### config.mk
export PLATFORM = sky130hd
export DESIGN_NAME = lockstep_pipe
export DESIGN_NICKNAME = d
export VERILOG_FILES = /design/src/rtl/lockstep_pkg.sv /design/src/rtl/pipe_valid_chain.sv /design/src/rtl/pipe_data_chain.sv /design/src/rtl/lockstep_pipe.sv
export SDC_FILE = /design/constraint.sdc
export NUM_CORES = 1
export LEC_CHECK = 0
export BUFFER_PORTS_ARGS = -buffer_cell sky130_fd_sc_hd__buf_4
export CAP_MARGIN = 20
export CORE_ASPECT_RATIO = 1.5
export CORE_UTILIZATION = 40
export CTS_CLUSTER_DIAMETER = 100
export CTS_CLUSTER_SIZE = 14
export DETAILED_ROUTE_END_ITERATION = 10
export PLACE_DENSITY_LB_ADDON = 0.2
export SLEW_MARGIN = 20
export SYNTH_ARGS = -nofsm -noshare
export SYNTH_HDL_FRONTEND = slang
export SYNTH_SLANG_ARGS = --single-unit
### constraint.sdc
create_clock -name clk -period 1.7 [get_ports clk]
set_input_delay 0.34 -clock clk [delete_from_list [all_inputs] [get_ports clk]]
set_output_delay 0.34 -clock clk [all_outputs]
set_load 0.05 [all_outputs]
### src/rtl/lockstep_pkg.sv
package lockstep_pkg;

  // Map the raw reset pin to an active flag for the chosen polarity.
  function automatic logic reset_on(input logic rst_pin, input bit active_high);
    return active_high ? rst_pin : ~rst_pin;
  endfunction

endpackage

### src/rtl/pipe_valid_chain.sv
module pipe_valid_chain #(
  parameter int STAGES   = 3,
  parameter bit RST_HIGH = 1'b1
) (
  input  logic clk,
  input  logic rst,
  input  logic ce,
  input  logic in_valid,
  input  logic out_ready,
  output logic ready,
  output logic adv_en,
  output logic out_valid
);

  localparam int LAST = STAGES - 1;

  logic              rst_act;
  logic [LAST:0]     vld_q;
  logic [LAST:0]     vld_next;

  assign rst_act = lockstep_pkg::reset_on(rst, RST_HIGH);

  // A bubble in the last stage, or a consumer that is ready, frees one slot.
  assign ready     = out_ready | ~vld_q[LAST];
  assign adv_en    = ready & ce;
  assign out_valid = vld_q[LAST];

  generate
    if (STAGES == 1) begin : g_single
      assign vld_next = in_valid;
    end else begin : g_multi
      assign vld_next = {vld_q[LAST-1:0], in_valid};
    end
  endgenerate

  always_ff @(posedge clk) begin
    if (rst_act) begin
      vld_q <= '0;
    end else if (adv_en) begin
      vld_q <= vld_next;
    end
  end

  // reset clears every flag
  p_reset_clears_r2: assert property (@(posedge clk)
    rst_act |=> vld_q == '0);

  // first stage takes the upstream valid on an advance
  p_stage0_load_r5: assert property (@(posedge clk) disable iff (rst_act)
    adv_en |=> vld_q[0] == $past(in_valid));

  // chip enable low freezes the flags
  p_freeze_r6: assert property (@(posedge clk) disable iff (rst_act)
    !ce |=> $stable(vld_q));

  generate
    if (STAGES > 1) begin : g_shift_chk
      // every later stage takes the one before it
      p_shift_r5: assert property (@(posedge clk) disable iff (rst_act)
        adv_en |=> vld_q[LAST:1] == $past(vld_q[LAST-1:0]));
    end
  endgenerate

endmodule

### src/rtl/pipe_data_chain.sv
module pipe_data_chain #(
  parameter int STAGES = 3,
  parameter int WIDTH  = 32
) (
  input  logic             clk,
  input  logic             en,
  input  logic [WIDTH-1:0] din,
  output logic [WIDTH-1:0] dout
);

  localparam int LAST = STAGES - 1;

  logic [WIDTH-1:0] stage_q [STAGES];

  // Plain enabled registers with no reset, so they map onto fabric flops.
  for (genvar s = 0; s < STAGES; s++) begin : g_stage
    if (s == 0) begin : g_head
      always_ff @(posedge clk) begin
        if (en) stage_q[0] <= din;
      end
    end else begin : g_body
      always_ff @(posedge clk) begin
        if (en) stage_q[s] <= stage_q[s-1];
      end
    end
  end

  assign dout = stage_q[LAST];

endmodule

### src/rtl/lockstep_pipe.sv
module lockstep_pipe #(
  parameter int STAGES   = 3,
  parameter int WIDTH    = 32,
  parameter bit RST_HIGH = 1'b1
) (
  input  logic             clk,
  input  logic             rst,
  input  logic             ce,
  input  logic             in_valid,
  input  logic [WIDTH-1:0] in_data,
  output logic             in_ready,
  output logic             out_valid,
  output logic [WIDTH-1:0] out_data,
  input  logic             out_ready,
  output logic             adv_en
);

  logic rst_act;
  assign rst_act = lockstep_pkg::reset_on(rst, RST_HIGH);

  pipe_valid_chain #(
    .STAGES   (STAGES),
    .RST_HIGH (RST_HIGH)
  ) u_valid (
    .clk       (clk),
    .rst       (rst),
    .ce        (ce),
    .in_valid  (in_valid),
    .out_ready (out_ready),
    .ready     (in_ready),
    .adv_en    (adv_en),
    .out_valid (out_valid)
  );

  pipe_data_chain #(
    .STAGES (STAGES),
    .WIDTH  (WIDTH)
  ) u_data (
    .clk  (clk),
    .en   (adv_en),
    .din  (in_data),
    .dout (out_data)
  );

  // a stalled head word neither vanishes nor changes
  p_stall_hold_r7: assert property (@(posedge clk) disable iff (rst_act)
    (out_valid && !out_ready) |=> (out_valid && $stable(out_data)));

  // with ce low the delivered word stays put
  p_data_freeze_r6: assert property (@(posedge clk) disable iff (rst_act)
    (out_valid && !ce) |=> (out_valid && $stable(out_data)));

endmodule

* After elaboration in Yosys (flattened, before gate mapping)
Memory sizes are Yosys's and may differ from the RTL's.
Cells that the tools add are included.
** Word-level totals
- Input port bits :: 37
- Word-level logic and storage cells :: 7
- Bits in writable memories :: 96
- Output and inout bits :: 35
- Memories :: 1
- Bits in registers :: 3
** Memory list
- u_data.stage_q :: depth 3, width 32, rd ports 3, clocked after memory_dff 0, write ports 3, RTL line pipe_data_chain.sv:13 : logic [WIDTH-1:0] stage_q [STAGES];
** Operators by class
- Multiplexer cells :: 2
- Bitwise logic cells :: 3
** Operator list (count)
- 2-to-1 mux 1 bit :: 2
- AND 1 bit :: 1
- inverter 1 bit :: 1
- OR 1 bit :: 1

* Longest topological paths before layout
Gate-level depths: netlist of run 1.
- Depth after elaboration :: 5
- Gate-level depth with buffers :: 3
- Gate-level depth less buffers :: 3

* Modules after synthesis
A second synthesis of run 1 with hierarchy kept.
** Second synthesis, totals
- Cell total of the unflattened synthesis :: 141
- Area total of the unflattened synthesis :: 3256.9 µm²
** Modules (own cells, without submodules)
- pipe_data_chain :: instances 1, area an instance 3123.0 µm², cells each 128, sequential area each 2882.8 µm²
- pipe_valid_chain :: instances 1, area an instance 133.9 µm², cells each 13, sequential area each 60.1 µm²

* Worst setup path after synthesis of run 1
OpenSTA, ideal clock, no wires.
- Kind :: register to register
- Start point :: reg u_valid.vld_q[2]
- End point :: mem u_data.stage_q[0][0] (enable)
- Clock period less this slack :: 2.049 ns
- Stages on the path, launching flop included :: 3
- Arrival time :: 1.656 ns
- Path slack :: -0.349 ns
- Library setup time :: 0.393 ns
- Data required time :: 1.307 ns
- Buffers on the path :: 0
- Path through :: dfxtp_1 nand2b_4 and2_4
** RTL lines
- start, declared :: RTL line pipe_valid_chain.sv:18 : logic [LAST:0] vld_q;
- start signal, assigned :: RTL line pipe_valid_chain.sv:40 : vld_q <= vld_next;
- end, declared :: RTL line pipe_data_chain.sv:13

* Final worst setup path of run 1
- Start point :: reg u_valid.vld_q[2]
- End point :: out adv_en
** Between the ends
- Longest elaborated chain between the ends :: 3
** Ends and longest elaborated chain
- inverter 1 bit :: RTL line pipe_valid_chain.sv:24 : assign ready = out_ready | ~vld_q[LAST];
- OR 1 bit :: RTL line pipe_valid_chain.sv:24
- AND 1 bit :: RTL line pipe_valid_chain.sv:25 : assign adv_en = ready & ce;
- end, declared :: RTL line lockstep_pipe.sv:15 : output logic adv_en
No other way between the ends.

==> results.cfg, run 1 <==
[outcome]
outcome = completed

[cts]
clockBufferDepth = 2
cts_buffers = 9
htree_levels = 3
post-cts-setup-buffers = 0
hold_buffers = 0
cts_tree = built
cts_resized = 0
cts.sinks = 99
cts_root_buf = clkbuf_16
clkLatencyLatePin_ps = 320
cts.clk_slew.worst_paths_ps = 60

[synth]
yosysSeqAreaShare_pct = 90.4
synth_edf_count = 96
syn_area_per_cell_um2 = 23.1
async_flop_share_pct = 0
yosysTopAreaCellShare_pct = 88.5
yosys-top-cells-area = edfxtp_1 89%, buf_4 7.4%, dfxtp_1 1.8%
yosysTopAreaCell = edfxtp_1
yosys.cell_count.top_type = edfxtp_1
synth_seq_cells = 99
synth-main-ff-cell = edfxtp_1
syn_inst = 141
ys.warnings.count = 0
syn_nets = 178
ys_types = 12
netlist_area_um2 = 3260
ys_top_cells_by_count = 96 x edfxtp_1, 32 x buf_4, 3 x dfxtp_1

[worst_setup_path]
crit_fanout = 3
worst-setup-path-type = reg -> out
crit_path_start_kind = flip-flop
crit_arrival_ps = 1110
rrSetupSlack_ps = 430
crit_path_end_kind = output port
crit_required_ps = 1360

[global_routing]
grt_pass1_wl_um = 6180
grt_start_max_net_pins = 70
grt_antenna_before_repair = 0
grt_overflow = 0
track_usage_pct = 10.7
grt_pass1_vias = 1323

[route]
wirelength_um = 4110
drc = 0
dr.first_iter.drc_count = 79
via_count = 1269
wire_per_inst_um = 13.7
viasPerCell = 4.23
drtPass1Iterations = 4
detail-route-antenna-nets = 0

[timing]
slew_viol_final = 0
layout_min_cycle_time_ps = 1450
clock.fmax_mhz = 688
tightest_slew_ps = 352
fin_crit_sh_pct = 85.5
slew_headroom_pct = 76.5
final-hold-violation-count = 0
fin_ws_ps = 246
report.final.setup_viol = 0
grt_setup_unrepaired = false
finClkSkew_ps = 4.38
setup_tns_ps = 0
holdWs_ps = 178

[floorplan]
dieArea_um2 = 8510
initial_core_util_pct = 42.0
core_um2 = 7760
ios = 72
fp.dieH_um = 113
die_w_um = 75.7
rows = 39

[placement]
post-place-ws_ps = 288
io_buffers = 71
globalplace.congestion = 0.690
dpl-instance-area_um2 = 3710

[hold_path]
hp-class = in -> reg

[pwr]
vdd_drop_max_uv = 542
powerDensity_nw_per_um2 = 1280
power_leakage_nw = 1.48

[finish]
antenna_cells = 0
nets = 230
final_area_um2 = 3990
syn_to_final_growth_pct = 22.4
drive_gt1_share_pct = 43.9
fin_util_pct = 51.4

[run]
drv_cap = 0
## per-stage QoR
stage	std cells	power [W]
6_report	300	0.00509
5_1_grt	300	0.00530
4_1_cts	300	0.00516
3_5_place_dp	284	0.00328
3_3_place_gp	284	0.00327
2_1_floorplan	141	0.00317
## where the power goes
group	internal [W]	leakage [nW]	total, W	switching [W]
clock	0.00113	0.135	0.00187	0.000735
combinational	0.000119	0.383	0.000354	0.000235
sequential	0.00283	0.964	0.00287	0.0000352
total	0.00409	1.48	0.00509	0.00100
## path summary, 6_finish.rpt
kind,start,to,cells after the start
min reg2reg,u_data.stage_q[0][39],u_data.stage_q[0][71],0
max,u_valid.vld_q[2],adv_en,3
max reg2reg,u_valid.vld_q[2],u_data.stage_q[0][63],3
min,rst,u_valid.vld_q[2],2
## area by class of cell
type	instances	area [um2]
tap	102	128
timing repair buffer	73	561
sequential	99	2950
multi-input combinational	10	73.8
fill	613	3770
clock inverter	3	38.8
clock buffer	13	240
## state kept, by name, indices dropped and copies added, names as in the netlist
name	flops
u_data.stage_q	96
u_valid.vld_q	3
## critical path: stages, from the launching register on
cell and delay [ps]:
dfxtp_4 360, nand2b_4 70, and2_4 160, buf_4 200
## cell families (layout without fill, tap and decap cells)
family / count (synthesis) / count (layout) / share of synthesized area [%]
AOI/OAI and AO/OA: 2 / 2 / 0.384
DFF: 99 / 99 / 90.4
muxes: 1 / 1 / 0.307
buffers and inverters: 32 / 89 / 7.38
and+or+nand+nor: 7 / 7 / 1.57
## routing by layer
metal	track usage, %	vias up	wire (um)	share of wire [%]
met3	3.95	8	269	6.5
li1	-	605	-	-
met1	10.9	606	1490	36
met4	7.41	0	102	2.5
met2	17.5	50	2250	55
met5	0	-	0	0
## cells in the final DEF (no fill, tap or decap)
cell type,instances
a22oi_1,1
and2_4,1
buf_12,1
buf_4,72
bufinv_16,1
clkbuf_1,4
clkbuf_16,9
clkinv_1,1
clkinv_2,1
dfxtp_1,2
dfxtp_4,1
edfxtp_1,96
mux2i_1,1
nand2_1,1
nand2b_1,2
nand2b_4,1
nand4b_1,1
nor2_1,1
o21ai_0,1
Power figures use the tool's default switching activity.
==> inputs of run 2 (changes only) <==
--- a/config.mk
+++ b/config.mk
@@ -8,7 +8,8 @@
 export BUFFER_PORTS_ARGS = -buffer_cell sky130_fd_sc_hd__buf_4
 export CAP_MARGIN = 20
 export CORE_ASPECT_RATIO = 1.5
-export CORE_UTILIZATION = 40
+export CORE_UTILIZATION = 31
+export CTS_BUF_LIST = sky130_fd_sc_hd__clkbuf_4 sky130_fd_sc_hd__clkbuf_8 sky130_fd_sc_hd__clkbuf_16
 export CTS_CLUSTER_DIAMETER = 100
 export CTS_CLUSTER_SIZE = 14
 export DETAILED_ROUTE_END_ITERATION = 10
@@ -16,4 +17,5 @@
 export SLEW_MARGIN = 20
 export SYNTH_ARGS = -nofsm -noshare
 export SYNTH_HDL_FRONTEND = slang
+export SYNTH_HIERARCHICAL = 1
 export SYNTH_SLANG_ARGS = --single-unit
==> run 2 against run 1 <==
  * Area after synthesis stayed put
  * Setup slack worse by 140 ps
  * Fmax is 8.9% lower
  * Non-clock buffer count is 1 higher
  * Critical endpoint unchanged
  * Highest routed layer unchanged
  * Wire length is 0.27% lower
  * Combinational power is 1% higher
  * Sequential power hardly changed
  * Global-route usage is 2.7 points lower
  * Largest cell class unchanged
==> results.cfg, run 2 <==
[floorplan]
fp.dieH_um = 128
die_w_um = 85.7
core_um2 = 10200
initial_core_util_pct = 32.0
rows = 45
ios = 72
dieArea_um2 = 10900

[global_routing]
track_usage_pct = 7.96
grt_pass1_wl_um = 6080
grt_overflow = 0
grt_antenna_before_repair = 0
grt_start_max_net_pins = 48
grt_pass1_vias = 1208

[timing]
report.final.setup_viol = 0
setup_tns_ps = 0
grt_setup_unrepaired = false
layout_min_cycle_time_ps = 1600
finClkSkew_ps = 4.00
final-hold-violation-count = 0
tightest_slew_ps = 252
fin_crit_sh_pct = 93.9
slew_viol_final = 0
slew_headroom_pct = 83.2
clock.fmax_mhz = 627

[finish]
register_area_um2 = 2950
final_common_cell = edfxtp_1
mostFrequentLayoutCells = 96 x edfxtp_1, 72 x buf_4, 9 x clkbuf_16
nets = 231
final_area_um2 = 4060
antenna_cells = 0
largest_reg_flops = 96
fillers = 933
reg_top3 = u_data/stage_q x96, u_valid/vld_q x3
drive_gt1_share_pct = 45.5
multi_input_area_um2 = 73.8
syn_to_final_growth_pct = 24.7
top_register = u_data/stage_q
fin_cells = 339

[worst_setup_path]
crit_fanout = 13
crit_required_ps = 1360
worst-setup-path-type = reg -> out
max_stage_delay_ps = 350
cpMaxStageDelayCell = dfxtp_4
rrSetupSlack_ps = 380
crit_path_start_kind = flip-flop
crit_arrival_ps = 1260
crit_path_end_kind = output port
crit_chain = nand2b_4 -> and2_4 -> buf_4
cp_num_buf_inv = 1
crit_family = flip-flops

[pwr]
powerDensity_nw_per_um2 = 1270
vdd_drop_max_uv = 598
p_total_w = 0.00514
power_leakage_nw = 1.50

[cts]
hold_buffers = 0
htree_levels = 3
cts.clk_slew.worst_paths_ps = 60
clockBufferDepth = 2
cts_resized = 0
post-cts-setup-buffers = 0
cts_tree = built
cts_root_buf = clkbuf_16
clkLatencyLatePin_ps = 330
cts_buffers = 9
cts.sinks = 99

[synth]
yosysSeqAreaShare_pct = 90.4
yosysTopAreaCell = edfxtp_1
ys.warnings.count = 6
syn_inst = 141
yosys.cell_count.top_type = edfxtp_1
ys_types = 12
netlist_area_um2 = 3260
async_flop_share_pct = 0
yosysTopAreaCellShare_pct = 88.5
ys_top_cells_by_count = 96 x edfxtp_1, 32 x buf_4, 3 x dfxtp_1
syn_area_per_cell_um2 = 23.1
synth-main-ff-cell = edfxtp_1
synth_edf_count = 96
yosys-top-cells-area = edfxtp_1 89%, buf_4 7.4%, dfxtp_1 1.8%
syn_nets = 178
synth_seq_cells = 99

[placement]
dp.cells = 324
globalplace.congestion = 0.609
dpl-instance-area_um2 = 3780
detailed_place_hpwl_um = 2590
io_buffers = 71

[route]
viasPerCell = 3.71
detail-route-antenna-nets = 0
wire_per_inst_um = 12.1
drc = 0
wirelength_um = 4100
dr.first_iter.drc_count = 110
via_count = 1257
drtPass1Iterations = 4

[outcome]
outcome = completed

[hold_path]
hp-class = in -> reg

[run]
drv_cap = 0
run 2: cell counts after synthesis:
No cell type changed its count.
run 2: area by class of cell:
class	instances	area share [%]
well taps	141	4.35
multi-input cells	10	1.82
clock buffers	11	5.92
clock inverters	4	1.05
flip-flops and latches	99	72.6
repair buffers	74	14.3
run 2: worst paths after layout:
kind / from / end / cells after the start
min: rst / u_valid/vld_q[2] / 2
max reg2reg: u_valid/vld_q[2] / u_data/stage_q[0][68] / 3
max: u_valid/vld_q[2] / adv_en / 3
min reg2reg: u_data/stage_q[0][11] / u_data/stage_q[0][43] / 0
run 2: logic make-up after synthesis:
family | after synthesis | synth area share (%)
AO/OA/AOI/OAI | 2 | 0.384
AND/OR/NAND/NOR | 7 | 1.57
multiplexers | 1 | 0.307
flip-flops | 99 | 90.4
buffers and inverters | 32 | 7.38
run 2: report_power, final:
group / switching, W / leakage, nW / internal (W)
registers: 0.0000319 / 0.964 / 0.00283
logic: 0.000236 / 0.392 / 0.000124
clock network: 0.000765 / 0.141 / 0.00115
run 2: per-layer routing:
metal  part of all wire, %  up-vias  GRT usage [%]
met4                   2.3        0           6.18
met1                    39      603           8.56
met2                    51       40           11.8
li1                      -      606              -
met3                   7.7        8           4.07
met5                     0        -              0
run 2: through the flow:
| step | utilization (%) | hold WS (ps) | setup slack (ps) |
|---|---|---|---|
| 3_3_place_gp | 37.1 | 401 | 265 |
| 6_report | 39.8 | 176 | 104 |
| 2_1_floorplan | - | 400 | -175 |
| 4_1_cts | 39.8 | 160 | 73.4 |
| 3_5_place_dp | 37.1 | 405 | 237 |
| 5_1_grt | 39.8 | 160 | 38.7 |
==> inputs of run 3 (changes only) <==
==> constraint.sdc (replaced) <==
create_clock -name clk -period 1.7 [get_ports clk]
set_input_delay 0.17 -clock clk [delete_from_list [all_inputs] [get_ports clk]]
set_output_delay 0.17 -clock clk [all_outputs]
set_load 0.05 [all_outputs]
==> run 3 against run 2 <==
  * Global-route usage increased by 0.22 points
  * Combinational power increased by 12%
  * Total power increased by 0.85%
  * Wire length increased by 4.5%
  * Cell count increased by 6.2%
  * Sequential cell count unchanged
  * Clock skew decreased by 1.3 ps
  * Fmax decreased by 1.6%
  * Hold slack got worse by 160 ps
  * Critical path type unchanged
  * Critical endpoint unchanged
  * Largest power group unchanged
==> results.cfg, run 3 (synthesis gave the netlist of run 2 again) <==
[outcome]
outcome = completed

[floorplan]
ios = 72
die_w_um = 85.7
dieArea_um2 = 10900
initial_core_util_pct = 32.0
fp.dieH_um = 128
rows = 45
core_um2 = 10200

[pwr]
powerDensity_nw_per_um2 = 1210
internal_power_w = 0.00414
pwr-share-clk_pct = 37.0
p_sw_w = 0.00104
switching_share_pct = 20.1
power_leakage_nw = 1.59
vdd_drop_max_uv = 639
combPwrFrac_pct = 7.8
p_seq_share_pct = 55.3

[route]
wl_met2_um = 2170
maxUsedRoutingLayer = met4
via_count = 1342
drc = 0
wl_met3_um = 293
drtPass1Iterations = 4
detail-route-antenna-nets = 0
met1Wirelength_um = 1700
wirelength_um = 4290
wire_per_inst_um = 11.9
viasPerCell = 3.73
dr.first_iter.drc_count = 119

[placement]
io_buffers = 71
post-place-ws_ps = 408
globalplace.congestion = 0.595
dpl-instance-area_um2 = 3770

[finish]
nets = 252
antenna_cells = 0
fillers = 903
top_register = u_data/stage_q
mostFrequentLayoutCells = 96 x edfxtp_1, 71 x buf_4, 22 x dlygate4sd3_1
final_area_um2 = 4280
final_common_cell = edfxtp_1
reg_top3 = u_data/stage_q x96, u_valid/vld_q x3
drive_gt1_share_pct = 40.6
multi_input_area_um2 = 73.8
largest_reg_flops = 96
syn_to_final_growth_pct = 31.4
register_area_um2 = 2950

[timing]
holdWs_ps = 16.9
report.final.setup_viol = 0
clock.fmax_mhz = 617
slew_headroom_pct = 82.9
tightest_slew_ps = 257
layout_min_cycle_time_ps = 1620
fin_crit_sh_pct = 95.4
setup_tns_ps = 0
grt_setup_unrepaired = false
slew_viol_final = 0
final-hold-violation-count = 0
finClkSkew_ps = 2.68
fin_ws_ps = 78.2

[global_routing]
grt_pass1_wl_um = 6270
track_usage_pct = 8.18
grt_start_max_net_pins = 53
grt_pass1_vias = 1242
grt_overflow = 0
grt_antenna_before_repair = 0

[worst_setup_path]
max_stage_delay_ps = 350
timing.rr.start = u_valid/vld_q[2]
crit_fanout = 52
crit_path_end_kind = output port
crit_family = buffers and inverters
cpMaxStageDelayCell = dfxtp_4
r2r_cells = 3
worst-setup-path-type = reg -> out
rrSetupSlack_ps = 500
cp_num_buf_inv = 2
crit_required_ps = 1530
worstSetupStartpoint = u_valid/vld_q[2]
crit_arrival_ps = 1450
crit_chain = nand2b_4 -> and2_4 -> buf_16 -> buf_4
worstReg2RegEnd = u_data/stage_q[0][35]
crit_path_start_kind = flip-flop

[cts]
cts_tree = built
htree_levels = 3
post-cts-setup-buffers = 0
cts_root_buf = clkbuf_16
cts_buffers = 9
cts.clk_slew.worst_paths_ps = 60
clockBufferDepth = 2
clkLatencyLatePin_ps = 330
cts.sinks = 99

[hold_path]
hp-class = in -> reg
hold_path_startpoint = in_data[9]
hold_path_end = u_data/stage_q[0][9]
min_path_cells = 1

[run]
drv_cap = 0
## run 3: worst reg2reg max path: stages, from the launching register on
cell and delay, ps:
dfxtp_4 350, nand2b_4 70, and2_4 180, buf_16 260
## run 3: worst max path at each step
stage                                       to  cells past startpoint
after floorplan           u_data/stage_q[0][0]                      2
after global placement                  adv_en                      4
after detailed placement                adv_en                      4
after CTS                               adv_en                      4
after global routing                    adv_en                      4
final                                   adv_en                      4
## run 3: metrics by stage
stage,util [%],cells,total power [W]
global placement,37.0,323,0.00327
CTS,40.1,341,0.00521
detailed placement,37.0,323,0.00328
global route,42.0,360,0.00537
finish,42.0,360,0.00518
floorplan,-,141,0.00317
## run 3: final cells by class
| type | instances | share of cell area, % |
|---|---|---|
| flip-flops and latches | 99 | 68.8 |
| repair buffers | 95 | 18.7 |
| clock buffers | 11 | 5.61 |
| well taps | 141 | 4.12 |
| clock inverters | 4 | 0.994 |
| multi-input cells | 10 | 1.72 |
## run 3: metal layers
metal | up-vias | track usage, %
met5 | - | 0
met4 | 0 | 5.88
met3 | 9 | 3.88
met2 | 41 | 13.0
met1 | 641 | 8.34
li1 | 651 | -
## run 3: timing repair
action / CTS / global route
hold buffers: 3 / 19
endpoints found under the setup margin: 0 / 1
resized for setup: 0 / 1
endpoints found under the hold margin: 3 / 19
## run 3: power groups by stage
stage	combinational [W]	sequential, W	clock (W)
floorplan	0.000260	0.00291	0
global placement	0.000359	0.00291	0
detailed placement	0.000364	0.00292	0
CTS	0.000369	0.00287	0.00197
global route	0.000423	0.00288	0.00207
finish	0.000402	0.00287	0.00192
